<file path="config.mk">
export PLATFORM = sky130hd
export DESIGN_NAME = itr_target_bank
export DESIGN_NICKNAME = d
export VERILOG_FILES = /design/src/rtl/itr_pkg.sv /design/src/rtl/itr_entry.sv /design/src/rtl/itr_read_port.sv /design/src/rtl/itr_target_bank.sv
export SDC_FILE = /design/constraint.sdc
export NUM_CORES = 1
export LEC_CHECK = 0
export ABC_AREA = 1
export BUFFER_PORTS_ARGS = -buffer_cell sky130_fd_sc_hd__buf_2
export CORE_MARGIN = 3
export CORE_UTILIZATION = 53
export DETAILED_ROUTE_END_ITERATION = 10
export GPL_TIMING_DRIVEN = 0
export PLACE_DENSITY = 0.88
export SLEW_MARGIN = 20
export SYNTH_ARGS = -nofsm -noshare
export SYNTH_HDL_FRONTEND = slang
export SYNTH_SLANG_ARGS = --single-unit
</file>
<file path="constraint.sdc">
create_clock -name clk -period 2.5 [get_ports clk]
set_input_delay 0.625 -clock clk [delete_from_list [all_inputs] [get_ports clk]]
set_output_delay 0.625 -clock clk [all_outputs]
set_load 0.02 [all_outputs]
</file>
<file path="src/rtl/itr_pkg.sv">
// Shared constants and helpers for the interrupt target bank.
// Assumes eight CPUs, so a mask is one byte and an index is three bits.
package itr_pkg;
    localparam int CPU_N   = 8;
    localparam int CPU_W   = $clog2(CPU_N);
    localparam int PRIV_N  = 32;
    localparam int LANES   = 4;
    localparam int BUS_W   = LANES * CPU_N;

    // Index of the lowest set bit; zero for an empty mask.
    function automatic logic [CPU_W-1:0] lowest_set(input logic [CPU_N-1:0] m);
        lowest_set = '0;
        for (int b = CPU_N - 1; b >= 0; b--) begin
            if (m[b]) lowest_set = CPU_W'(b);
        end
    endfunction
endpackage

</file>
<file path="src/rtl/itr_entry.sv">
// One shared interrupt: holds its CPU mask and the routed CPU index.
// Assumes the write hit is already decoded by the parent.
module itr_entry
    import itr_pkg::*;
(
    input  logic             clk,
    input  logic             rst_n,
    input  logic             wr_hit,
    input  logic [CPU_N-1:0] wr_byte,
    output logic [CPU_N-1:0] mask,
    output logic [CPU_W-1:0] route
);
    // Store the mask and its lowest-bit route on a hit.
    always_ff @(posedge clk) begin
        if (!rst_n) begin
            mask  <= '0;
            route <= '0;
        end else if (wr_hit) begin
            mask  <= wr_byte;
            route <= lowest_set(wr_byte);
        end
    end
endmodule

</file>
<file path="src/rtl/itr_read_port.sv">
// Registered read port: selects one packed word of masks, zero out of range.
// Assumes NUM_IRQ/4 words fit in the ADDR_W-bit word address.
module itr_read_port
    import itr_pkg::*;
#(
    parameter int NUM_IRQ = 64,
    parameter int ADDR_W  = 8
) (
    input  logic                     clk,
    input  logic                     rst_n,
    input  logic                     rd_en,
    input  logic [ADDR_W-1:0]        word_idx,
    input  logic [NUM_IRQ*CPU_N-1:0] all_masks,
    output logic [BUS_W-1:0]         rdata
);
    localparam int WORDS = NUM_IRQ / LANES;

    logic [BUS_W-1:0] sel;

    // Pick the addressed word; addresses past the bank give zero.
    always_comb begin
        sel = '0;
        for (int w = 0; w < WORDS; w++) begin
            if (word_idx == ADDR_W'(w)) sel = all_masks[w*BUS_W +: BUS_W];
        end
    end

    // Capture read data on a read request and hold it otherwise.
    always_ff @(posedge clk) begin
        if (!rst_n)     rdata <= '0;
        else if (rd_en) rdata <= sel;
    end
endmodule

</file>
<file path="src/rtl/itr_target_bank.sv">
// Interrupt CPU target bank: per-interrupt 8-bit CPU masks on a register
// bus, fixed private masks for interrupts 0..31, a lowest-bit routed CPU
// index per shared interrupt. Assumes NUM_IRQ is a multiple of 32 and > 32.
module itr_target_bank
    import itr_pkg::*;
#(
    parameter int NUM_IRQ = 64,
    parameter int ADDR_W  = 8
) (
    input  logic                               clk,
    input  logic                               rst_n,
    input  logic [ADDR_W-1:0]                  bus_addr,
    input  logic                               bus_wr,
    input  logic                               bus_rd,
    input  logic [LANES-1:0]                   bus_be,
    input  logic [BUS_W-1:0]                   bus_wdata,
    output logic [BUS_W-1:0]                   bus_rdata,
    input  logic [PRIV_N*CPU_N-1:0]            priv_targets,
    output logic [(NUM_IRQ-PRIV_N)*CPU_W-1:0]  route_cpu
);
    localparam int NUM_SHARED = NUM_IRQ - PRIV_N;

    if ((NUM_IRQ % PRIV_N) != 0 || NUM_IRQ <= PRIV_N) begin : g_bad_size
        $error("NUM_IRQ must be a multiple of 32 above 32");
    end

    logic [NUM_IRQ*CPU_N-1:0] all_masks;

    // Private masks come straight from the fixed input.
    assign all_masks[PRIV_N*CPU_N-1:0] = priv_targets;

    for (genvar k = 0; k < NUM_SHARED; k++) begin : g_shared
        localparam int IRQ  = PRIV_N + k;
        localparam int LANE = IRQ % LANES;
        localparam int WORD = IRQ / LANES;
        logic hit;

        // Decode a write that lands on this interrupt's lane.
        assign hit = bus_wr && bus_be[LANE] && (bus_addr == ADDR_W'(WORD));

        itr_entry u_entry (
            .clk     (clk),
            .rst_n   (rst_n),
            .wr_hit  (hit),
            .wr_byte (bus_wdata[LANE*CPU_N +: CPU_N]),
            .mask    (all_masks[IRQ*CPU_N +: CPU_N]),
            .route   (route_cpu[k*CPU_W +: CPU_W])
        );
    end

    itr_read_port #(.NUM_IRQ(NUM_IRQ), .ADDR_W(ADDR_W)) u_read (
        .clk       (clk),
        .rst_n     (rst_n),
        .rd_en     (bus_rd),
        .word_idx  (bus_addr),
        .all_masks (all_masks),
        .rdata     (bus_rdata)
    );
endmodule

</file>
==> flow_metrics.py <==
metrics = {
    "sta": {
        "setup_viol": 0,
        "rsz0062_at_grt": "true",
        "hold_viol_final": 0,
        "finalMaxSlewViolations": 0,
        "finalCritPeriodShare": 0.9877,
        "max_slew.worst_pin.slew_ps": 1164,
        "fmax_mhz": 405.0,
        "min_period_ps": 2469,
        "slew_headroom": 0.2242,
        "hold_ws_ps": 421.9,
        "finClkSkew_ps": 16.41,
        "setup_slack_ps": 30.74,
        "finalSetupTns_ps": 0,
    },
    "logic_synthesis": {
        "synth_top_area_cell": "dfxtp_1",
        "syn-num-nets": 2757,
        "seq_area_frac_synth": 0.4533,
        "avgSynthCellArea_um2": 6.913,
        "synth_edf_count": 0,
        "yosys-top-cells-area": "dfxtp_1, a21oi_1, o21ai_0, nand2_1, nor2_1",
        "synth.most_common_cell": "a21oi_1",
        "synthFlopType": "dfxtp_1",
        "netlist_top_cells_count": "a21oi_1, nand2_1, dfxtp_1, o21ai_0, nor2_1",
        "syn_area_mm2": 0.01696,
        "syn-instance-count": 2453,
        "synthDistinctLibCells": 26,
        "synth_warnings": 0,
        "synth_top_area_share": 0.4533,
        "ys_ff_latch": 384,
        "ys_async_sr_fraction": 0,
    },
    "power": {
        "peakVddDrop_v": 0.0005465,
        "switching_share": 0.2386,
        "power.total_mw": 12.84,
        "p_leak_nw": 9.283,
        "pwr-share-seq": 0.478,
        "pwr-share-clk": 0.457,
        "p_sw_mw": 3.062,
        "p_int_mw": 9.773,
        "p_per_area_mw_per_mm2": 611.2,
        "p_comb_frac": 0.065,
    },
    "floorplan": {
        "die-width_um": 184.9,
        "fp.coreArea_mm2": 0.03107,
        "die-area_mm2": 0.03418,
        "io-pin-count": 432,
        "initial_core_util": 0.5458,
        "fp.dieH_um": 184.9,
        "fp-row-count": 64,
    },
    "global_routing": {
        "antenna_found_initial": 19,
        "grt_pass1_vias": 18960,
        "grt_pass1_wl_um": 108600,
        "grt_overflow": 0,
        "grt_max_degree": 15,
        "track_usage": 0.4141,
    },
    "place": {
        "numPortBuffers": 430,
        "gp_congestion": 0.9973,
        "dp_slack_ps": -758.3,
        "dp_hpwl_um": 56190,
        "placed_cells": 3281,
    },
    "flow_run": {
        "maxCapViolCount": 0,
    },
    "route": {
        "drt_pass1_iterations": 6,
        "via_per_inst": 5.994,
        "wl_um": 75160,
        "routedWlPerCell_um": 22.32,
        "dr.first_iter.drc_count": 2755,
        "antenna_left": 0,
        "route.detailed.drc": 0,
        "vias": 20189,
    },
    "finish": {
        "drive_gt1_frac": 0.1957,
        "area_growth_pct": 23.83,
        "multi_input_area_mm2": 0.007786,
        "stdcell_count": 3368,
        "fillCellCount": 2786,
        "seq_area_mm2": 0.007687,
        "nNetsFinal": 3230,
    },
    "critical_path": {
        "arrival_ps": 2930,
        "critPathLaunchType": "input port",
        "required_ps": 2960,
        "crit_type": "in2reg",
        "cp_cell_sequence": "buf_2, nor2_1, nand2_2, buf_4, nor3_2, clkbuf_1, nand2_1, nand4_1, nor2_1, nand4_1, nand2_1, a21oi_1",
        "crit_family": "simple AND/OR/NAND/NOR gates",
        "max_stage_delay_ps": 620,
        "critPathCaptureType": "flip-flop",
        "slowest_stage": "clkbuf_1",
        "crit_path_max_fanout": 10,
        "path_buf_inv": 3,
    },
    "clock_tree": {
        "clkSinkCount": 384,
        "path_clk_slew_ps": 60,
        "root_buffer": "clkbuf_16",
        "cts.path.max_buffers": 3,
        "numCtsBuffers": 38,
        "cts_tree": "yes",
        "htreeDepth": 2,
        "clk_latency_ps": 540,
        "postCtsHoldBufs": 0,
    },
    "run_status": {
        "status": "finished, final reports clean",
    },
    "min_path": {
        "hold_path.class": "in2reg",
    },
}
-- layout make-up --
cell class / instances / share of cell area
multi-input cells: 1672 / 0.3708
flip-flops and latches: 384 / 0.3661
repair buffers: 433 / 0.1034
clock buffers: 51 / 0.05196
inverters: 227 / 0.04058
plain buffers: 170 / 0.03349
well taps: 396 / 0.02360
clock inverters: 16 / 0.007806
diodes: 19 / 0.002264
-- per-stage QoR --
stage,utilization,instance area [um2]
global placement,0.6310,19610
finish,0.6759,21000
CTS,0.6728,20900
detailed placement,0.6318,19630
global route,0.6756,20990
floorplan,-,16960
-- tightest hold or removal path, cell delays in order --
cell and delay [ps]:
buf_2 120, nor2_1 60, nor2_1 100
-- kinds of logic (layout without fill, tap and decap cells) --
logic type	Yosys count	count (layout)	share of synthesized area
buffers and inverters	397	897	0.09075
and+or+nand+nor	869	869	0.2182
AOI/OAI and AO/OA	803	803	0.2377
DFF	384	384	0.4533
other	0	19	0
-- placed cells by master, fill, tap and decap left out, types with 3 or more instances in the layout --
cell and instances:
nand4_1 96, clkinv_1 18, clkbuf_1 128, buf_2 462, o21ai_0 376, nor2_1 243, clkbuf_16 39, nand2_1 397
nand3_2 3, nand3_1 102, o21a_1 3, clkbuf_8 7, buf_4 3, nor3_1 4, bufinv_16 3, nor3_2 5
diode_2 19, clkinv_2 10, a21oi_1 421, inv_1 196, clkbuf_2 12, inv_2 13, dfxtp_1 384, nor2_2 10
-- layer usage --
layer / up-vias / GRT usage / share of wire
li1: 9151 / - / -
met1: 9307 / 0.4955 / 0.36
met2: 1439 / 0.6773 / 0.46
met3: 290 / 0.09780 / 0.11
met4: 2 / 0.2506 / 0.061
met5: - / 0 / 0.00027
-- final timing paths --
| kind | from | to | slack [ps] | cells past startpoint |
|---|---|---|---|---|
| max reg2reg | g_shared[0].u_entry.mask[3] | u_read.rdata[3] | 1160 | 7 |
| max | bus_addr[7] | u_read.rdata[29] | 30 | 12 |
| min reg2reg | g_shared[7].u_entry.route[1] | g_shared[7].u_entry.route[1] | 450 | 2 |
| min | bus_wdata[6] | g_shared[24].u_entry.mask[6] | 420 | 3 |
-- what timing repair did --
item                       CTS  global route
setup buffers                1             0
pin swaps                    1             1
setup endpoints to repair   40            30
resized for setup            3            26
-- flip-flops by register name, summed over array words and instances (netlist names) --
register / count
g_shared.u_entry.mask: 256
g_shared.u_entry.route: 96
u_read.rdata: 32
-- power by group through the flow --
stage | logic, mW | registers, mW | clock network, mW
floorplan | 0.298 | 6.28 | 0
global placement | 0.782 | 6.27 | 0
detailed placement | 0.791 | 6.27 | 0
CTS | 0.798 | 6.13 | 5.79
global route | 0.876 | 6.13 | 6.05
finish | 0.836 | 6.13 | 5.87
No activity file was read; power rests on OpenSTA's default activity.
